===== config.mk =====
export PLATFORM = sky130hd
export DESIGN_NAME = acrx_decoder
export DESIGN_NICKNAME = d
export VERILOG_FILES = /design/src/rtl/acrx_pkg.sv /design/src/rtl/acrx_framer.sv /design/src/rtl/acrx_router.sv /design/src/rtl/acrx_rx_fifo.sv /design/src/rtl/acrx_decoder.sv
export SDC_FILE = /design/constraint.sdc
export NUM_CORES = 1
export LEC_CHECK = 0
export ABC_AREA = 1
export BUFFER_PORTS_ARGS = -buffer_cell sky130_fd_sc_hd__buf_2
export CAP_MARGIN = 20
export CORE_MARGIN = 5
export CORE_UTILIZATION = 55
export DETAILED_ROUTE_END_ITERATION = 8
export GPL_TIMING_DRIVEN = 0
export PLACE_DENSITY = 0.76
export SETUP_SLACK_MARGIN = 0.5
export SKIP_LAST_GASP = 1
export SYNTH_ARGS = -nofsm -noshare
export SYNTH_HDL_FRONTEND = slang
export SYNTH_SLANG_ARGS = --single-unit

===== constraint.sdc =====
create_clock -name bclk -period 10.5 [get_ports bclk]
set_clock_uncertainty 0.2 [all_clocks]
set_input_delay 1.575 -clock bclk [delete_from_list [all_inputs] [get_ports bclk]]
set_output_delay 1.575 -clock bclk [all_outputs]
set_load 0.02 [all_outputs]

===== src/rtl/acrx_pkg.sv =====
`timescale 1ns/1ps
package acrx_pkg;
  localparam int TAG_W  = 16;
  localparam int SLOT_W = 20;
  localparam int NSLOT  = 12;
  localparam int IDX_W  = $clog2(NSLOT + 1);
  localparam int BIT_W  = $clog2(SLOT_W);

  typedef logic [SLOT_W-1:0] slot_word_t;
endpackage


===== src/rtl/acrx_framer.sv =====
`timescale 1ns/1ps
// Bit/slot counter and input shifter; marks the last bit of every slot.
module acrx_framer
  import acrx_pkg::*;
(
  input  logic             clk,
  input  logic             rst_n,
  input  logic             sync_i,
  input  logic             sd_i,
  output logic             slot_end_o,
  output logic [IDX_W-1:0] slot_idx_o,
  output slot_word_t       word_o
);
  localparam logic [BIT_W-1:0] TAG_LAST  = BIT_W'(TAG_W - 1);
  localparam logic [BIT_W-1:0] SLOT_LAST = BIT_W'(SLOT_W - 1);
  localparam logic [IDX_W-1:0] LAST_IDX  = IDX_W'(NSLOT);

  logic              sync_d_q;
  logic              lock_q, lock_d;
  logic [IDX_W-1:0]  idx_q, idx_d;
  logic [BIT_W-1:0]  bis_q, bis_d;
  logic [SLOT_W-2:0] sh_q, sh_d;

  logic             sync_rise, last_bit, at_end, misalign;
  logic [BIT_W-1:0] len_m1;

  always_comb begin
    sync_rise = sync_i & ~sync_d_q;
    len_m1    = (idx_q == '0) ? TAG_LAST : SLOT_LAST;
    at_end    = lock_q && (bis_q == len_m1);
    last_bit  = lock_q && (idx_q == LAST_IDX) && (bis_q == SLOT_LAST);
    misalign  = sync_rise && lock_q && !last_bit;
  end

  always_comb begin
    lock_d = lock_q;
    idx_d  = idx_q;
    bis_d  = bis_q;
    sh_d   = {sh_q[SLOT_W-3:0], sd_i};
    if (sync_rise) begin
      lock_d = 1'b1;
      idx_d  = '0;
      bis_d  = '0;
    end else if (last_bit) begin
      lock_d = 1'b0;
      idx_d  = '0;
      bis_d  = '0;
    end else if (lock_q) begin
      if (at_end) begin
        idx_d = idx_q + 1'b1;
        bis_d = '0;
      end else begin
        bis_d = bis_q + 1'b1;
      end
    end
  end

  always_ff @(negedge clk or negedge rst_n) begin
    if (!rst_n) begin
      sync_d_q <= 1'b0;
      lock_q   <= 1'b0;
      idx_q    <= '0;
      bis_q    <= '0;
      sh_q     <= '0;
    end else begin
      sync_d_q <= sync_i;
      lock_q   <= lock_d;
      idx_q    <= idx_d;
      bis_q    <= bis_d;
      sh_q     <= sh_d;
    end
  end

  assign slot_end_o = at_end && !misalign;
  assign slot_idx_o = idx_q;
  assign word_o     = {sh_q, sd_i};

  // the in-slot counter never passes the length of the current slot
  p_slot_len_r2: assert property (@(negedge clk) disable iff (!rst_n)
    lock_q |-> (bis_q <= len_m1));

  // a sync rise always starts a new frame at the tag's first bit
  p_rise_aligns_r3: assert property (@(negedge clk) disable iff (!rst_n)
    (sync_i && !sync_d_q) |=> (lock_q && idx_q == '0 && bis_q == '0));

  // a frame end without a sync rise leaves the decoder unaligned
  p_lost_sync_r4: assert property (@(negedge clk) disable iff (!rst_n)
    (last_bit && !(sync_i && !sync_d_q)) |=> !lock_q);
endmodule


===== src/rtl/acrx_router.sv =====
`timescale 1ns/1ps
// Holds the tag of the current frame and steers accepted slots.
module acrx_router
  import acrx_pkg::*;
#(
  parameter logic [NSLOT-1:0] FIFO_SLOTS = 12'h00C
)(
  input  logic                    clk,
  input  logic                    rst_n,
  input  logic                    slot_end_i,
  input  logic [IDX_W-1:0]        slot_idx_i,
  input  slot_word_t              word_i,
  output logic                    push_o,
  output slot_word_t              push_data_o,
  output logic [NSLOT*SLOT_W-1:0] slot_data_o,
  output logic [NSLOT-1:0]        slot_upd_o
);
  // tag_q[NSLOT] = frame valid, tag_q[NSLOT-k] = slot k valid
  logic [NSLOT:0]   tag_q;
  logic             tag_en;
  logic [NSLOT-1:0] hit;
  logic             fifo_hit;
  logic             push_q;
  slot_word_t       push_data_q;

  always_comb begin
    tag_en = slot_end_i && (slot_idx_i == '0);
    hit    = '0;
    for (int k = 1; k <= NSLOT; k++) begin
      if (slot_end_i && slot_idx_i == IDX_W'(k) && tag_q[NSLOT] && tag_q[NSLOT-k])
        hit[k-1] = 1'b1;
    end
    fifo_hit = |(hit & FIFO_SLOTS);
  end

  always_ff @(negedge clk or negedge rst_n) begin
    if (!rst_n) begin
      tag_q       <= '0;
      push_q      <= 1'b0;
      push_data_q <= '0;
    end else begin
      if (tag_en)   tag_q       <= word_i[TAG_W-1 -: NSLOT+1];
      push_q <= fifo_hit;
      if (fifo_hit) push_data_q <= word_i;
    end
  end

  for (genvar g = 0; g < NSLOT; g++) begin : g_slot
    if (FIFO_SLOTS[g]) begin : g_to_fifo
      assign slot_data_o[g*SLOT_W +: SLOT_W] = '0;
      assign slot_upd_o[g] = 1'b0;
    end else begin : g_to_reg
      slot_word_t val_q;
      logic       upd_q;
      always_ff @(negedge clk or negedge rst_n) begin
        if (!rst_n) begin
          val_q <= '0;
          upd_q <= 1'b0;
        end else begin
          upd_q <= hit[g];
          if (hit[g]) val_q <= word_i;
        end
      end
      assign slot_data_o[g*SLOT_W +: SLOT_W] = val_q;
      assign slot_upd_o[g] = upd_q;
    end
  end

  assign push_o      = push_q;
  assign push_data_o = push_data_q;

  // at most one slot register is written per cycle
  p_one_upd_r6: assert property (@(negedge clk) disable iff (!rst_n)
    $onehot0(slot_upd_o));

  // a FIFO push never coincides with a register strobe
  p_push_excl_r7: assert property (@(negedge clk) disable iff (!rst_n)
    push_o |-> (slot_upd_o == '0));
endmodule


===== src/rtl/acrx_rx_fifo.sv =====
`timescale 1ns/1ps
// Receive FIFO: drop-on-full with a sticky overrun flag.
module acrx_rx_fifo #(
  parameter int DEPTH = 8,
  parameter int W     = 20
)(
  input  logic         clk,
  input  logic         rst_n,
  input  logic         push_i,
  input  logic [W-1:0] push_data_i,
  input  logic         pop_i,
  input  logic         ovr_clr_i,
  output logic [W-1:0] rd_data_o,
  output logic         empty_o,
  output logic         full_o,
  output logic         ovr_o
);
  localparam int AW = $clog2(DEPTH);
  localparam logic [AW:0] FULL_CNT = (AW+1)'(DEPTH);

  logic [W-1:0] mem [DEPTH];
  logic [AW:0]  wptr_q, wptr_d, rptr_q, rptr_d, count;
  logic         ovr_q, ovr_d;
  logic         do_push, do_pop, drop;

  always_comb begin
    count   = wptr_q - rptr_q;
    empty_o = (count == '0);
    full_o  = (count == FULL_CNT);
    do_push = push_i && !full_o;
    do_pop  = pop_i && !empty_o;
    drop    = push_i && full_o;
    wptr_d  = do_push ? wptr_q + 1'b1 : wptr_q;
    rptr_d  = do_pop  ? rptr_q + 1'b1 : rptr_q;
    if (drop)           ovr_d = 1'b1;
    else if (ovr_clr_i) ovr_d = 1'b0;
    else                ovr_d = ovr_q;
  end

  always_ff @(negedge clk or negedge rst_n) begin
    if (!rst_n) begin
      wptr_q <= '0;
      rptr_q <= '0;
      ovr_q  <= 1'b0;
    end else begin
      wptr_q <= wptr_d;
      rptr_q <= rptr_d;
      ovr_q  <= ovr_d;
    end
  end

  always_ff @(negedge clk) begin
    if (do_push) mem[wptr_q[AW-1:0]] <= push_data_i;
  end

  assign rd_data_o = mem[rptr_q[AW-1:0]];
  assign ovr_o     = ovr_q;

  // occupancy never exceeds the depth
  p_no_overflow_r8: assert property (@(negedge clk) disable iff (!rst_n)
    count <= FULL_CNT);

  // a push into a full FIFO without a pop leaves occupancy unchanged
  p_drop_keeps_r8: assert property (@(negedge clk) disable iff (!rst_n)
    (push_i && full_o && !pop_i) |=> full_o);

  // the overrun flag holds until cleared
  p_ovr_sticky_r9: assert property (@(negedge clk) disable iff (!rst_n)
    (ovr_o && !ovr_clr_i) |=> ovr_o);

  // popping an empty FIFO without a push keeps it empty
  p_pop_empty_r10: assert property (@(negedge clk) disable iff (!rst_n)
    (pop_i && empty_o && !push_i) |=> empty_o);
endmodule


===== src/rtl/acrx_decoder.sv =====
`timescale 1ns/1ps
module acrx_decoder
  import acrx_pkg::*;
#(
  parameter int               FIFO_DEPTH = 8,
  parameter logic [NSLOT-1:0] FIFO_SLOTS = 12'h00C
)(
  input  logic                    bclk,
  input  logic                    rst_n,
  input  logic                    sync_in,
  input  logic                    sdata_in,
  input  logic                    rd_en,
  input  logic                    ovr_clr,
  output logic [SLOT_W-1:0]       rd_data,
  output logic                    rx_empty,
  output logic                    rx_full,
  output logic                    rx_overrun,
  output logic [NSLOT*SLOT_W-1:0] slot_data,
  output logic [NSLOT-1:0]        slot_upd
);
  logic [1:0]       rst_sync_q;
  logic             rst_core_n;
  logic             slot_end;
  logic [IDX_W-1:0] slot_idx;
  slot_word_t       word;
  logic             push;
  slot_word_t       push_data;

  always_ff @(negedge bclk or negedge rst_n) begin
    if (!rst_n) rst_sync_q <= 2'b00;
    else        rst_sync_q <= {rst_sync_q[0], 1'b1};
  end
  assign rst_core_n = rst_sync_q[1];

  acrx_framer u_framer (
    .clk        (bclk),
    .rst_n      (rst_core_n),
    .sync_i     (sync_in),
    .sd_i       (sdata_in),
    .slot_end_o (slot_end),
    .slot_idx_o (slot_idx),
    .word_o     (word)
  );

  acrx_router #(.FIFO_SLOTS(FIFO_SLOTS)) u_router (
    .clk         (bclk),
    .rst_n       (rst_core_n),
    .slot_end_i  (slot_end),
    .slot_idx_i  (slot_idx),
    .word_i      (word),
    .push_o      (push),
    .push_data_o (push_data),
    .slot_data_o (slot_data),
    .slot_upd_o  (slot_upd)
  );

  acrx_rx_fifo #(.DEPTH(FIFO_DEPTH), .W(SLOT_W)) u_fifo (
    .clk         (bclk),
    .rst_n       (rst_core_n),
    .push_i      (push),
    .push_data_i (push_data),
    .pop_i       (rd_en),
    .ovr_clr_i   (ovr_clr),
    .rd_data_o   (rd_data),
    .empty_o     (rx_empty),
    .full_o      (rx_full),
    .ovr_o       (rx_overrun)
  );
endmodule


Word-level counts from Yosys, hierarchy flattened

Memories as Yosys holds them, arrays and structs flattened.
Index checks and enable logic that the tools add are counted.

Flip-flop bits (word level): 285
RAM bits: 160
Bits of input ports: 6
Output and inout bits: 275
Logic and storage cells: 140
Memories kept: 1

$add $sub $neg: 5
Eq/ne operators: 15
Mux-type cells: 27
Bitwise operators: 2
Reduce and logical (&&, ||, !) cells: 58

Memories:

| name       | depth | bits a word | read ports | clocked after memory_dff | wr ports | line               | source |
|---|---|---|---|---|---|---|---|
| u_fifo.mem | 8     | 20          | 1          | 0                        | 1        | acrx_rx_fifo.sv:21 | `logic [W-1:0] mem [DEPTH];` |

Operator list:

| operator                                      | number |
|---|---|
| logical AND 1 bit                             | 46 |
| 2-to-1 mux 5 bit                              | 5 |
| == test 4 bit, second input constant          | 6 |
| 2-to-1 mux 1 bit                              | 18 |
| == test 4 x 3 -> 1 bit, second input constant | 4 |
| 2-to-1 mux 4 bit                              | 4 |
| adder 4 x 1 -> 4 bit, second input constant   | 3 |
| == test 4 x 2 -> 1 bit, second input constant | 2 |
| zero test 4 bit                               | 2 |
| nonzero test 3 bit                            | 2 |
| adder 5 x 1 -> 5 bit, second input constant   | 1 |
| == test 5 bit                                 | 1 |
| == test 5 bit, second input constant          | 1 |
| == test 4 x 1 -> 1 bit, second input constant | 1 |
| zero test 1 bit                               | 4 |
| nonzero test 2 bit                            | 2 |
| subtractor 4 bit                              | 1 |
| AND reduction 2 bit                           | 1 |
| OR reduction 2 bit                            | 1 |
| AND 1 bit                                     | 1 |
| inverter 1 bit                                | 1 |

Depth between registers and ports, before layout

Depth after elaboration: 12
Mapped depth: 12

By module

A second synthesis with hierarchy kept.

Cells, all modules: 1595
Area total of the unflattened synthesis: 17794.6 µm²

By module, submodules not included:

| module       | instances | cells each | area each (µm²) | seq. area each (µm²) |
|---|---|---|---|---|
| acrx_router  | 1         | 928        | 9688.0          | 6105.9 |
| acrx_rx_fifo | 1         | 554        | 6869.1          | 5029.8 |
| acrx_framer  | 1         | 110        | 1183.6          | 750.7 |
| acrx_decoder | 1         | 3          | 53.8            | 50.0 |

==> results.sh <==
export IMPL_drtPass1Iterations=5
export IMPL_critical_path_class="flip-flop to output port"
export IMPL_synthMuxAreaShare=0
export IMPL_root_buffer="clkbuf_16"
export IMPL_portBuffers=238
export IMPL_p_sw_frac=0.315
export IMPL_hpwl_mm=36.7
export IMPL_totalWireLength_mm=53.1
export IMPL_synth_simple_gate_area_frac=0.211
export IMPL_clock_path_buffers=3
export IMPL_rsz0062_at_grt="yes"
export IMPL_clk_pin_slew_ns=0.05
export IMPL_rows=68
export IMPL_setup_violations=0
export IMPL_via_count=15814
export IMPL_pre_cts_ws_ns=1.05
export IMPL_area_delta_synth_final_pct=23.8
export IMPL_avgSynthCellArea_sq_um=9.06
export IMPL_globalplace_congestion=0.948
export IMPL_layout_commonest_cell="nand2_1"
export IMPL_grt_max_degree=25
export IMPL_p_int_mw=3.10
export IMPL_status="complete, no violations"
export IMPL_clkLatencyLatePin_ns=0.54
export IMPL_overflow=0
export IMPL_die_h_um=197
export IMPL_drtAntennaViolNets=0
export IMPL_startpoint_type="flip-flop"
export IMPL_cap_violations=0
export IMPL_nets=2650
export IMPL_leakagePower_nw=12.2
export IMPL_relSlewSlack=0.480
export IMPL_synth_adder_area_share=0.00650
export IMPL_fin_area_sq_um=23800
export IMPL_ys_ff_latch=445
export IMPL_synth_compound_area_frac=0.0421
export IMPL_first_iter_violations=1113
export IMPL_via_per_inst=5.06
export IMPL_diodes=0
export IMPL_synth_top_family_by_area="simple AND/OR/NAND/NOR gates"
export IMPL_power_density_nw_per_um2=190
export IMPL_grt_pass1_wl_mm=83.8
export IMPL_core_sq_um=34500
export IMPL_clockPowerShare=0.415
export IMPL_net_switching_power_mw=1.43
export IMPL_seqPwrFrac=0.410
export IMPL_syn_area_sq_um=19200
export IMPL_cts_setup_buffers=0
export IMPL_hold_viol_final=0
export IMPL_dieArea_sq_um=38800
export IMPL_drive_above_1_share=0.169
export IMPL_cp_end_kind="output port"
export IMPL_cts_tree="built"
export IMPL_cts_max_level=2
export IMPL_fp_dieW_um=197
export IMPL_clkSinkCount=445
export IMPL_yosys_cell_types_count=28
export IMPL_cts_repair_resized=1
export IMPL_worst_slack_ns=0.673
export IMPL_hp_class="flip-flop to asynchronous set/reset pin"
export IMPL_arrival_ns=8.05
export IMPL_yosysSeqAreaShare=0.620
export IMPL_grt_usage=0.271
export IMPL_grt_antenna_before_repair=1
export IMPL_placed_area_sq_um=21700
export IMPL_cts_buffers_inserted=47
export IMPL_io_pins=281
export IMPL_wl_per_cell_um=17.0
export IMPL_required_ns=8.73
export IMPL_synthCells=2124
export IMPL_mostFrequentLayoutCells="nand2_1, inv_1, dfrtn_1"
export IMPL_ys_warn_count=0
export IMPL_ir_drop_v=0.000142
export IMPL_path_max_fanout=10
export IMPL_whs_ns=0.0718
export IMPL_power_frac_comb=0.175
export IMPL_start_util=0.557
export IMPL_synth_xor_area_frac=0.00364
export IMPL_drc=0
export IMPL_worstMarginPinSlew_ns=0.781
export IMPL_grt_pass1_vias=16104
export IMPL_hold_buffers=0
export IMPL_finalMaxSlewViolations=0
-- layer usage --
layer / up-vias / track usage / share of wire / wire length (um)
li1: 7537 / - / - / -
met1: 7482 / 0.330 / 0.36 / 19300
met2: 668 / 0.461 / 0.51 / 26800
met3: 125 / 0.0769 / 0.096 / 5100
met4: 2 / 0.104 / 0.034 / 1820
met5: - / 0 / 0.00024 / 13
-- metrics by stage --
step | setup TNS (ns) | util | instances | power, mW
floorplan | 0 | - | 2165 | 2.48
global placement | -290.57 | 0.612 | 2858 | 2.71
detailed placement | 0 | 0.628 | 2881 | 2.75
CTS | 0 | 0.689 | 3123 | 4.56
global route | 0 | 0.690 | 3123 | 4.78
finish | 0 | 0.690 | 3123 | 4.53
-- cell usage after synthesis --
cell type / number / share of area
nand2_1: 585 / 0.11
inv_1: 352 / 0.069
dfrtn_1: 285 / 0.37
nand3_1: 215 / 0.056
edfxtp_1: 160 / 0.25
nor2_1: 127 / 0.025
o21ai_0: 111 / 0.029
clkbuf_1: 61 / 0.012
buf_4: 55 / 0.021
buf_2: 36 / 0.0094
nand4_1: 25 / 0.0081
a21oi_1: 24 / 0.0062
a31oi_1: 20 / 0.0065
clkinv_1: 20 / 0.0039
ha_1: 10 / 0.0065
nor3b_1: 8 / 0.0031
nor3_1: 5 / 0.0013
xor2_1: 5 / 0.0023
buf_1: 4 / 0.00078
nor2_2: 4 / 0.0013
xnor2_1: 3 / 0.0014
conb_1: 2 / 0.00039
inv_2: 2 / 0.00039
nand3_2: 1 / 0.00052
nor2_4: 1 / 0.00059
nor3_2: 1 / 0.00052
o21ai_2: 1 / 0.00046
or2_2: 1 / 0.00033
-- layout make-up --
| class | count | area (sq um) |
|---|---|---|
| multi-input cells | 1190 | 5240 |
| clock inverters | 183 | 802 |
| fillers | 2660 | 10700 |
| plain buffers | 156 | 845 |
| well taps | 455 | 569 |
| clock buffers | 60 | 1320 |
| flip-flops and latches | 445 | 11900 |
| inverters | 373 | 1400 |
| repair buffers | 261 | 1710 |
-- final timing paths --
check                                       from                                    end  slack (ns)  cells after the start
worst min register to register     rst_sync_q[1]  u_router.g_slot[6].g_to_reg.val_q[17]        0.07                      0
worst min-delay path               rst_sync_q[1]  u_router.g_slot[6].g_to_reg.val_q[17]        0.07                      0
max in group asynchronous                  rst_n                          rst_sync_q[1]        4.22                      1
worst max register to register  u_fifo.rptr_q[2]                       u_fifo.mem[1][1]        7.04                     11
worst max-delay path            u_fifo.rptr_q[1]                                rx_full        0.67                     10
min in group bclk                  rst_sync_q[0]                          rst_sync_q[1]        0.09                      0
-- logic make-up (layout without fill, tap and decap cells) --
| group | after synthesis | count (layout) |
|---|---|---|
| adder cells (fa/ha/maj) | 10 | 10 |
| buffers and inverters | 530 | 1033 |
| other | 2 | 43 |
| AND/OR/NAND/NOR | 973 | 973 |
| XOR/XNOR | 8 | 8 |
| AO/OA/AOI/OAI | 156 | 156 |
| flip-flops | 445 | 445 |
-- registers in the layout, indices dropped and copies added (netlist names) --
register                        count
rst_sync_q                          2
u_fifo.mem                        160
u_fifo.ovr_o                        1
u_fifo.rptr_q                       4
u_fifo.wptr_q                       4
u_framer.bis_q                      5
u_framer.lock_q                     1
u_framer.sh_q                      19
u_framer.slot_idx_o                 4
u_framer.sync_d_q                   1
u_router.g_slot.g_to_reg.upd_q     10
u_router.g_slot.g_to_reg.val_q    200
u_router.push_data_o               20
u_router.push_o                     1
u_router.tag_q                     13
-- power groups by stage --
stage | clock network [mW] | logic (mW) | registers (mW)
after floorplan | 0.0909 | 0.507 | 1.89
after global placement | 0.0909 | 0.717 | 1.90
after detailed placement | 0.0909 | 0.781 | 1.88
after CTS | 1.91 | 0.789 | 1.86
after global routing | 2.05 | 0.880 | 1.86
final | 1.88 | 0.795 | 1.86
-- worst max-delay path, cell delays in order, from the launching register on --
cell and delay (ns):
dfrtn_1 0.45, clkbuf_2 0.21, inv_1 0.13, clkbuf_2 0.24, ha_1 0.37, nand2_1 0.10, nand3_1 0.08, a21oi_1 0.26
nand2_2 0.15, inv_1 0.09, buf_2 0.18
Note: power is estimated with default switching activity, not from simulation.
